===== src/rtl/pwr_wake_pkg.sv =====
package pwr_wake_pkg;

    typedef enum logic [2:0] {
        PS_OFF      = 3'd0,
        PS_WAKING   = 3'd1,
        PS_ON       = 3'd2,
        PS_STROBE   = 3'd3,
        PS_SHUTDOWN = 3'd4
    } pwr_state_e;

    typedef struct packed {
        logic btn;
        logic pgood;
        logic supint;
        logic rail;
    } pin_set_t;

    localparam int PIN_W = $bits(pin_set_t);

    typedef struct packed {
        logic supply;
        logic emerg;
    } irq_t;

    function automatic logic cs_level(pwr_state_e s);
        return (s == PS_WAKING) || (s == PS_ON);
    endfunction

    function automatic logic is_running(pwr_state_e s);
        return (s == PS_ON) || (s == PS_STROBE);
    endfunction

endpackage


===== src/rtl/pwr_sync.sv =====
module pwr_sync #(
    parameter int W      = 4,
    parameter int STAGES = 2
) (
    input  logic         clk,
    input  logic         rst,
    input  logic [W-1:0] d,
    output logic [W-1:0] q
);
    logic [W-1:0] stg [STAGES];

    always_ff @(posedge clk) begin
        if (rst) begin
            for (int i = 0; i < STAGES; i++) stg[i] <= '0;
        end else begin
            stg[0] <= d;
            for (int i = 1; i < STAGES; i++) stg[i] <= stg[i-1];
        end
    end

    assign q = stg[STAGES-1];
endmodule


===== src/rtl/pwr_debounce.sv =====
module pwr_debounce #(
    parameter int DB_CYCLES = 1000
) (
    input  logic clk,
    input  logic rst,
    input  logic raw,
    output logic level,
    output logic rise
);
    localparam int CNT_W = $clog2(DB_CYCLES + 1);
    localparam logic [CNT_W-1:0] LAST = CNT_W'(DB_CYCLES - 1);

    logic [CNT_W-1:0] cnt;

    always_ff @(posedge clk) begin
        if (rst) begin
            cnt   <= '0;
            level <= 1'b0;
            rise  <= 1'b0;
        end else begin
            rise <= 1'b0;
            if (raw != level) begin
                if (cnt == LAST) begin
                    cnt   <= '0;
                    level <= raw;
                    rise  <= raw;
                end else begin
                    cnt <= cnt + 1'b1;
                end
            end else begin
                cnt <= '0;
            end
        end
    end
endmodule


===== src/rtl/pwr_fsm.sv =====
module pwr_fsm
    import pwr_wake_pkg::*;
#(
    parameter int STROBE_CYCLES = 8
) (
    input  logic       clk,
    input  logic       rst,
    input  logic       btn_rise,
    input  logic       wake_req,
    input  logic       pg,
    input  logic       rail,
    input  logic       sd_req,
    input  logic       strobe_req,
    output pwr_state_e state
);
    localparam int SC_W = $clog2(STROBE_CYCLES + 1);
    localparam logic [SC_W-1:0] SC_LAST = SC_W'(STROBE_CYCLES - 1);

    pwr_state_e nxt;
    logic [SC_W-1:0] scnt;

    always_comb begin
        nxt = state;
        unique case (state)
            PS_OFF:      if ((btn_rise || wake_req) && pg) nxt = PS_WAKING;
            PS_WAKING:   if (!pg) nxt = PS_OFF;
                         else if (rail) nxt = PS_ON;
            PS_ON:       if (sd_req) nxt = PS_SHUTDOWN;
                         else if (strobe_req) nxt = PS_STROBE;
            PS_STROBE:   if (scnt == SC_LAST) nxt = PS_ON;
            PS_SHUTDOWN: if (!rail) nxt = PS_OFF;
            default:     nxt = PS_OFF;
        endcase
    end

    always_ff @(posedge clk) begin
        if (rst) begin
            state <= PS_OFF;
            scnt  <= '0;
        end else begin
            state <= nxt;
            if (state == PS_STROBE && nxt == PS_STROBE) scnt <= scnt + 1'b1;
            else scnt <= '0;
        end
    end
endmodule


===== src/rtl/pwr_irq.sv =====
module pwr_irq
    import pwr_wake_pkg::*;
(
    input  logic       clk,
    input  logic       rst,
    input  logic       pg,
    input  logic       sup,
    input  logic       running,
    input  logic [1:0] clr,
    output irq_t       flags
);
    logic pg_q, sup_q;
    logic set_emerg, set_supply;

    assign set_emerg  = pg_q && !pg && running;
    assign set_supply = sup && !sup_q;

    always_ff @(posedge clk) begin
        if (rst) begin
            pg_q  <= 1'b0;
            sup_q <= 1'b0;
            flags <= '0;
        end else begin
            pg_q  <= pg;
            sup_q <= sup;
            if (set_emerg) flags.emerg <= 1'b1;
            else if (clr[0]) flags.emerg <= 1'b0;
            if (set_supply) flags.supply <= 1'b1;
            else if (clr[1]) flags.supply <= 1'b0;
        end
    end
endmodule


===== src/rtl/pwr_wake_ctrl.sv =====
module pwr_wake_ctrl
    import pwr_wake_pkg::*;
#(
    parameter int DB_CYCLES     = 1000,
    parameter int STROBE_CYCLES = 8,
    parameter int SYNC_STAGES   = 2
) (
    input  logic       clk,
    input  logic       rst,
    input  logic       btn_in,
    input  logic       pgood_in,
    input  logic       supint_in,
    input  logic       rail_in,
    input  logic       wake_req,
    input  logic       sd_req,
    input  logic       strobe_req,
    input  logic [1:0] irq_clr,
    output logic       pwr_cs,
    output logic       irq_emerg,
    output logic       irq_supply
);
    pin_set_t   pins_raw, pins_s;
    logic       pg_s, sup_s, rail_s;
    logic       btn_level, btn_rise;
    pwr_state_e state;
    irq_t       flags;

    assign pins_raw = '{btn: btn_in, pgood: pgood_in, supint: supint_in, rail: rail_in};

    pwr_sync #(.W(PIN_W), .STAGES(SYNC_STAGES)) u_sync (
        .clk(clk), .rst(rst), .d(pins_raw), .q(pins_s)
    );

    assign pg_s   = pins_s.pgood;
    assign sup_s  = pins_s.supint;
    assign rail_s = pins_s.rail;

    pwr_debounce #(.DB_CYCLES(DB_CYCLES)) u_db (
        .clk(clk), .rst(rst), .raw(pins_s.btn), .level(btn_level), .rise(btn_rise)
    );

    pwr_fsm #(.STROBE_CYCLES(STROBE_CYCLES)) u_fsm (
        .clk(clk), .rst(rst), .btn_rise(btn_rise), .wake_req(wake_req),
        .pg(pg_s), .rail(rail_s), .sd_req(sd_req), .strobe_req(strobe_req),
        .state(state)
    );

    pwr_irq u_irq (
        .clk(clk), .rst(rst), .pg(pg_s), .sup(sup_s),
        .running(is_running(state)), .clr(irq_clr), .flags(flags)
    );

    assign pwr_cs     = cs_level(state);
    assign irq_emerg  = flags.emerg;
    assign irq_supply = flags.supply;

    logic unused_level;
    assign unused_level = btn_level;
endmodule


===== config.mk =====
export PLATFORM = sky130hd
export DESIGN_NAME = pwr_wake_ctrl
export DESIGN_NICKNAME = d
export VERILOG_FILES = /design/src/rtl/pwr_wake_pkg.sv /design/src/rtl/pwr_sync.sv /design/src/rtl/pwr_debounce.sv /design/src/rtl/pwr_fsm.sv /design/src/rtl/pwr_irq.sv /design/src/rtl/pwr_wake_ctrl.sv
export SDC_FILE = /design/constraint.sdc
export NUM_CORES = 1
export LEC_CHECK = 0
export CORE_UTILIZATION = 51
export DETAILED_ROUTE_END_ITERATION = 8
export PLACE_DENSITY = 0.84
export REMOVE_ABC_BUFFERS = 1
export SYNTH_ARGS = -nofsm -noshare
export SYNTH_HDL_FRONTEND = slang
export SYNTH_SLANG_ARGS = --single-unit

===== constraint.sdc =====
create_clock -name clk -period 3.05 [get_ports clk]
set_input_delay 0.4575 -clock clk [delete_from_list [all_inputs] [get_ports clk]]
set_output_delay 0.4575 -clock clk [all_outputs]
set_load 0.05 [all_outputs]

==> results of run 1 <==
## cell type report
type,count,share of cell area
clock buffer,6,0.0275
clock inverter,2,0.0400
inverter,5,0.0125
multi-input combinational,85,0.391
sequential,31,0.414
tap,28,0.0234
timing repair buffer,14,0.0917
## through the flow
stage	total power (µW)	hold WS, ps	cell area (µm²)	util
2_1_floorplan	435	414	1230	-
3_3_place_gp	454	419	1400	0.620
3_5_place_dp	456	434	1400	0.620
4_1_cts	846	457	1500	0.665
5_1_grt	867	472	1500	0.665
6_report	838	451	1500	0.665
## registers in the layout, summed over array words and instances (netlist names)
register / count
u_irq.sup_q: 1
u_irq.flags: 2
u_sync.stg: 8
u_db.level: 1
u_irq.pg_q: 1
u_db.rise: 1
u_fsm.state: 3
u_db.cnt: 10
u_fsm.scnt: 4
## layout by cell type (no fill, tap or decap), types with 4 or more instances in the layout
cell	n
nor2b_1	11
clkbuf_4	5
nand2_1	5
nand3_1	7
clkdlybuf4s50_1	13
a21oi_1	5
inv_1	5
nor2_1	7
dfxtp_1	31
xnor2_1	4
## power by group
part           internal [µW]  total, µW  switching (µW)
Combinational           19.2       32.1            12.9
Clock                    256        391             135
Sequential               411        414            3.21
Total                    686        838             151
## path summary, 6_finish.rpt
path	from	to	slack [ps]
max	u_fsm.state[0]$_SDFF_PP0_	pwr_cs	770
min reg2reg	u_sync.stg[0][3]$_SDFF_PP0_	u_sync.stg[0][7]$_SDFF_PP0_	450
min	u_sync.stg[0][3]$_SDFF_PP0_	u_sync.stg[0][7]$_SDFF_PP0_	450
max reg2reg	u_db.cnt[0]$_SDFF_PP0_	u_db.cnt[3]$_SDFF_PP0_	1590
## synth_stat cells, drive strengths merged
cell type,count
and4bb,1
xor2,3
or3,1
ha,2
nand4,3
nor2,7
a311oi,1
o311ai,2
xnor2,4
dfxtp,31
a21oi,5
nand3b,1
and4,1
nor4b,1
and2,2
a21boi,1
nor3,5
o221a,2
nand2,5
a31oi,3
a32oi,1
and2b,1
nand2b,3
inv,5
a2bb2oi,1
o211ai,1
nor2b,11
a211oi,1
o31ai,1
nand3,7
o21ai,3
or4,1
buf,3
nor4,1
and3,2
nand4bb,1
## worst register-to-register path, delay by kind of cell, from the launching register on
| family | cells | cell delay (ps) |
|---|---|---|
| adders and majority gates | 1 | 270 |
| DFF | 1 | 390 |
| and+or+nand+nor | 2 | 280 |
| AOI/OAI and AO/OA | 1 | 410 |
## cell families (layout without fill, tap and decap cells)
group / after synthesis / in the layout / synth area share
and+or+nand+nor: 54 / 54 / 0.272
DFF: 31 / 31 / 0.500
AOI/OAI and AO/OA: 22 / 22 / 0.131
buffers and inverters: 8 / 27 / 0.0282
xor gates and xnor gates: 7 / 7 / 0.0493
adders and majority gates: 2 / 2 / 0.0201
## routing by layer
metal,global-route usage,up-vias,part of all wire,wire [µm]
li1,-,483,-,-
met5,0,-,0,0
met4,0.117,0,0.014,32
met2,0.327,26,0.50,1110
met3,0.101,6,0.051,114
met1,0.192,455,0.43,958
==> summary.txt, run 1 <==
Run status: finished clean
Post-Synthesis Cells: 124
Register area share after synthesis: 0.499
Max Cap Viol: 0
Wirelength per Cell: 13.0 µm
Peak VDD IR: 0.000442 V
Initial core utilization: 0.551
Multi-input gate area: 587 µm²
Worst path required time: 2590 ps
Fill count: 196
Total track usage: 0.196
Setup-failing EPs final: 0
CTS Sinks: 31
Clk_skew: 10.9 ps
CP bufs+invs: 1
# diodes: 0
Die Y: 51.4 µm
I/O pin count: 14
Critical Path Sink Type: primary output
Clock latency on the worst-skew pair: 330 ps
Count of final max-slew check failures: 0
Setup CP Type: reg -> out
Netlist cell types: 40
Grt total ovfl: 0
Core area: 2250 µm²
WL final: 2220 µm
Final worst slack: 769 ps
Port bufs: 13
Post-layout net count: 155
Max clock buf depth: 2
Dpl cells: 163
Area Overhead vs Synth: 20.7%
Final Hold Fails: 0
Worst hold stages: 1
Setup crit start kind: flop
HP Class: reg -> reg
P per Cell Area: 558 nW/µm²
Crit Path Max Fanout: 8
CTS Root Cell: clkbuf_4
Total CTS buffers: 5
Via density: 5.67
DR vias: 970
Htree depth: 2
Clock-pin slew on the worst setup and hold paths: 100 ps
RePlAce Congestion: 0.815
Antenna Nets Post-Route: 0
Cells on worst reg2reg path: 4
CP top delay family: buffers and inverters
Cell Rows: 17
First-pass GRT wire length: 3610 µm
Arrival time at the worst endpoint: 1820 ps
Yosys warning count: 0
Worst path cell trace: xnor2_1 -> nor2_1 -> clkdlybuf4s50_1
Main area contributors after synthesis: dfxtp_1 50%, nor2b_1 5.5%, nand3_1 2.8%
Largest area contributor in the netlist: dfxtp_1
CTS tree: built
Slowest CP cell: clkdlybuf4s50_1
FF/Latch Area: 621 µm²
Largest net degree at the start of global routing: 20
Pre-CTS setup slack: 1120 ps
Hold_buf cts: 0
Worst-Margin Slew: 543 ps
Max-slew headroom: 0.636
Synth Register Bits: 31
Synth top area share: 0.499
Layout cell share with drive strength beyond 1: 0.0979
Worst path depth: 3
Die area: 2640 µm²
DRC Markers: 0
Synthesized area: 1240 µm²
RSZ-0062 raised after global routing: false
Peak Freq: 438 MHz
TritonRoute pass-1 iters: 4
Avg Cell Area, Syn: 10.0 µm²
Starting DRT DRC Count: 21
Period utilisation layout: 0.748
Tmin final: 2280 ps
Post-DP HPWL: 1650 µm
Post-cts repair resize count: 0
Post-CTS Setup Repair Bufs: 0
Initial antenna violation count: 0
Leak: 0.000523 µW
Crit-path max cell delay: 810 ps
Final setup TNS: 0 ps
Number of global-route vias before repair: 892
Fin cells: 171
Chip Width: 51.4 µm
No activity file was read; power rests on OpenSTA's default activity.
==> run 2, diff against run 1 <==
==> constraint.sdc (replaced) <==
create_clock -name clk -period 2.35 [get_ports clk]
set_input_delay 0.3525 -clock clk [delete_from_list [all_inputs] [get_ports clk]]
set_output_delay 0.3525 -clock clk [all_outputs]
set_load 0.05 [all_outputs]
==> summary.txt, run 2 (synthesis results as in run 1) <==
Run status: finished clean
Setup CP Type: reg -> out
HP Class: reg -> reg
Initial antenna violation count: 0
Arrival time at the worst endpoint: 1780 ps
Crit Path Max Fanout: 8
CTS Root Cell: clkbuf_4
Setup-failing EPs final: 0
Core area: 2250 µm²
Crit-path max cell delay: 800 ps
Die Y: 51.4 µm
Initial core utilization: 0.551
Critical R2R Launch: u_db.cnt[0]$_SDFF_PP0_
Layout cell share with drive strength beyond 1: 0.0909
Count of final max-slew check failures: 0
Final Hold Fails: 0
Total track usage: 0.225
Pre-CTS setup slack: 579 ps
First-pass GRT wire length: 4210 µm
Clk_skew: 8.78 ps
Max reg flops: 10
Max-slew headroom: 0.643
Tmin final: 2130 ps
Grt total ovfl: 0
CTS Sinks: 31
Number of global-route vias before repair: 947
Fill count: 205
Via density: 5.53
RSZ-0062 raised after global routing: false
Hold_buf cts: 0
Chip Width: 51.4 µm
CP top delay family: buffers and inverters
Critical Path Sink Type: primary output
Setup crit start kind: flop
Die area: 2640 µm²
Post-cts repair resize count: 0
I/O pin count: 14
Hold path start: u_sync.stg[0][3]$_SDFF_PP0_
Clock latency on the worst-skew pair: 330 ps
CTS tree: built
Max Cap Viol: 0
Placed cell area: 1400 µm²
Cell Rows: 17
Max clock buf depth: 2
Most frequent cells in the layout: 31 x dfxtp_1, 13 x clkdlybuf4s50_1, 11 x nor2b_1
Top reg by flops: u_db.cnt
Port bufs: 13
Worst path required time: 2000 ps
Peak VDD IR: 0.000523 V
Worst-Margin Slew: 533 ps
CP bufs+invs: 1
Worst path cell trace: xnor2_1 -> nor2_1 -> clkdlybuf4s50_1
Reg2reg setup slack: 860 ps
Htree depth: 2
Slowest CP cell: clkdlybuf4s50_1
Area Overhead vs Synth: 16.6%
Antenna Nets Post-Route: 0
WL final: 2390 µm
Post-DP HPWL: 1760 µm
Final worst slack: 217 ps
Most common cell after layout, fill and taps aside: dfxtp_1
Total CTS buffers: 5
Leak: 0.000500 µW
Peak Freq: 469 MHz
Period utilisation layout: 0.908
Starting DRT DRC Count: 15
TritonRoute pass-1 iters: 4
DR vias: 946
Final setup TNS: 0 ps
Wirelength per Cell: 14.0 µm
Largest registers: u_db.cnt: 10 flops, u_sync.stg: 8 flops, u_fsm.scnt: 4 flops
P per Cell Area: 598 nW/µm²
RePlAce Congestion: 0.807
Post-layout net count: 155
Largest net degree at the start of global routing: 15
# diodes: 0
DRC Markers: 0
Post-CTS Setup Repair Bufs: 0
Worst Setup SP: u_fsm.state[0]$_SDFF_PP0_
Finished Cell Area: 1450 µm²
Total chip power: 867 µW
Clock-pin slew on the worst setup and hold paths: 90 ps
==> run 2: cell types whose count changed in the layout (fill, tap and decap cells not counted) <==
cell       previous run  this run
clkinv_2              0         1
clkbuf_1              1         2
bufinv_16             2         0
==> run 2: layer usage <==
layer	vias up	part of all wire	global-route usage
met3	8	0.034	0.0893
met4	0	0.022	0.0811
li1	480	-	-
met5	-	0	0
met2	19	0.50	0.397
met1	439	0.44	0.240
==> run 2: cell type report <==
cell class                      count  area [µm²]  area share
Multi-Input combinational cell     85         587       0.405
Clock buffer                        7        45.0      0.0311
Tap cell                           28        35.0      0.0242
Timing Repair Buffer               14         138      0.0950
Clock inverter                      1        5.00     0.00345
Inverter                            5        18.8      0.0130
Sequential cell                    31         621       0.428
==> run 2: worst reg2reg max path, stage by stage, from the launching register on <==
cell and delay, ps:
dfxtp_1 370, ha_1 260, nand4bb_1 210, o311ai_2 420, nor2_1 100
==> run 2: report_power, final <==
part           internal (µW)  switching, µW
Clock                    116            170
Sequential               534           5.00
Combinational           24.9           17.0
==> run 2: worst paths after layout <==
kind	cells past startpoint	endpoint
setup / recovery	3	pwr_cs
hold / removal	1	u_sync.stg[0][7]$_SDFF_PP0_
setup reg to reg	4	u_db.cnt[3]$_SDFF_PP0_
hold reg to reg	1	u_sync.stg[0][7]$_SDFF_PP0_
==> run 2: per-stage QoR <==
step	util	instances	hold slack [ps]
floorplan	-	121	414
global placement	0.620	163	418
detailed placement	0.620	163	422
CTS	0.643	171	443
global route	0.643	171	467
finish	0.643	171	440
==> run 3, diff against run 2 <==
--- a/config.mk
+++ b/config.mk
@@ -5,9 +5,9 @@
 export SDC_FILE = /design/constraint.sdc
 export NUM_CORES = 1
 export LEC_CHECK = 0
-export CORE_UTILIZATION = 51
+export CORE_UTILIZATION = 35
 export DETAILED_ROUTE_END_ITERATION = 8
-export PLACE_DENSITY = 0.84
+export PLACE_DENSITY = 0.65
 export REMOVE_ABC_BUFFERS = 1
 export SYNTH_ARGS = -nofsm -noshare
 export SYNTH_HDL_FRONTEND = slang
==> summary.txt, run 3 (synthesis results as in run 1) <==
Run status: finished clean
Die area: 3790 µm²
Pre-CTS setup slack: 572 ps
Crit Reg-Reg Endpoint: u_db.cnt[3]$_SDFF_PP0_
Peak Freq: 472 MHz
Worst Hold End: u_sync.stg[0][7]$_SDFF_PP0_
Peak VDD IR: 0.000272 V
Die Y: 61.6 µm
Post-DP HPWL: 1650 µm
Worst-Margin Slew: 524 ps
Initial antenna violation count: 0
Hold path start: u_sync.stg[0][3]$_SDFF_PP0_
Initial core utilization: 0.369
Chip Width: 61.6 µm
Wirelength per Cell: 11.9 µm
Max clock buf depth: 2
Largest registers: u_db.cnt: 10 flops, u_sync.stg: 8 flops, u_fsm.scnt: 4 flops
Cells on worst reg2reg path: 4
Total CTS buffers: 5
Clk_skew: 8.28 ps
Htree depth: 2
I/O pin count: 14
Setup-failing EPs final: 0
Final core occ: 0.443
CTS Sinks: 31
Post-CTS Setup Repair Bufs: 0
Setup CP Type: reg -> out
Clock-pin slew on the worst setup and hold paths: 90 ps
Worst hold stages: 1
WL final: 2250 µm
Critical R2R Launch: u_db.cnt[0]$_SDFF_PP0_
CTS tree: built
Tmin final: 2120 ps
HP Class: reg -> reg
Number of global-route vias before repair: 915
RSZ-0062 raised after global routing: false
Critical Path Sink Type: primary output
Final worst slack: 229 ps
Area Overhead vs Synth: 19.9%
Post-layout net count: 155
CTS Root Cell: clkbuf_4
Setup crit start kind: flop
TritonRoute pass-1 iters: 4
Arrival time at the worst endpoint: 1770 ps
Crit Path Max Fanout: 8
Leak: 0.000509 µW
Clock latency on the worst-skew pair: 320 ps
Max-slew headroom: 0.649
Final setup TNS: 0 ps
Layout cell share with drive strength beyond 1: 0.0979
First-pass GRT wire length: 3840 µm
Hold_buf cts: 0
Reg2reg setup slack: 890 ps
Largest net degree at the start of global routing: 19
Most frequent cells in the layout: 31 x dfxtp_1, 13 x clkdlybuf4s50_1, 11 x nor2b_1
Starting DRT DRC Count: 50
Max reg flops: 10
Antenna Nets Post-Route: 0
Worst path required time: 2000 ps
Max Cap Viol: 0
Top reg by flops: u_db.cnt
Grt total ovfl: 0
Cell Rows: 21
Core area: 3360 µm²
RePlAce Congestion: 0.807
Port bufs: 13
Most common cell after layout, fill and taps aside: dfxtp_1
P per Cell Area: 621 nW/µm²
Crit-path max cell delay: 800 ps
Total track usage: 0.144
Period utilisation layout: 0.902
DRC Markers: 0
Count of final max-slew check failures: 0
Fill count: 351
Slowest CP cell: clkdlybuf4s50_1
Worst path cell trace: xnor2_1 -> nor2_1 -> clkdlybuf4s50_1
Post-cts repair resize count: 0
Via density: 5.02
# diodes: 0
Final Hold Fails: 0
DR vias: 948
-- run 3: cell count changes in the layout (fill, tap and decap cells not counted) --
| cell | delta |
|---|---|
| clkbuf_8 | +2 |
| clkinv_2 | -1 |
| clkbuf_1 | -1 |
-- run 3: metrics by stage --
stage / hold slack (ps) / std cells / total power (µW) / cell area (µm²)
detailed placement: 430 / 181 / 592 / 1420
floorplan: 414 / 121 / 565 / 1230
global placement: 417 / 181 / 591 / 1420
global route: 462 / 189 / 971 / 1490
finish: 444 / 189 / 926 / 1490
CTS: 450 / 189 / 937 / 1490
-- run 3: how the worst max path moves through the flow --
stage	end	cells after the start	slack [ps]	startpoint
4_1_cts	pwr_cs	3	210	u_fsm.state[0]$_SDFF_PP0_
3_5_place_dp	pwr_cs	3	570	u_fsm.state[0]$_SDFF_PP0_
2_1_floorplan	pwr_cs	2	850	u_fsm.state[0]$_SDFF_PP0_
6_report	pwr_cs	3	230	u_fsm.state[0]$_SDFF_PP0_
3_3_place_gp	pwr_cs	3	610	u_fsm.state[0]$_SDFF_PP0_
5_1_grt	pwr_cs	3	140	u_fsm.state[0]$_SDFF_PP0_
-- run 3: layout make-up --
class | count | area [µm²] | share of cell area
sequential | 31 | 621 | 0.416
multi-input combinational | 85 | 587 | 0.394
timing repair buffer | 14 | 138 | 0.0924
clock buffer | 8 | 68.8 | 0.0462
tap | 46 | 57.6 | 0.0386
inverter | 5 | 18.8 | 0.0126
-- run 3: metal layers --
layer | vias to the layer above | routed length, µm | track usage
li1 | 483 | - | -
met5 | - | 0 | 0
met2 | 20 | 1030 | 0.224
met4 | 0 | 48 | 0.0730
met1 | 440 | 1060 | 0.166
met3 | 5 | 112 | 0.0672
-- run 3: critical path, delay by kind of cell, from the launching register on --
| family | cells | cell delay (ps) |
|---|---|---|
| AND/OR/NAND/NOR | 1 | 80 |
| buffers and inverters | 1 | 800 |
| XOR/XNOR | 1 | 90 |
| flip-flops | 1 | 470 |
-- run 3: report_power, final --
part           total, µW  internal [µW]  switching [µW]
Sequential           538            534            4.20
Clock                346            176             171
Combinational       41.4           24.9            16.5
Total                926            734             191
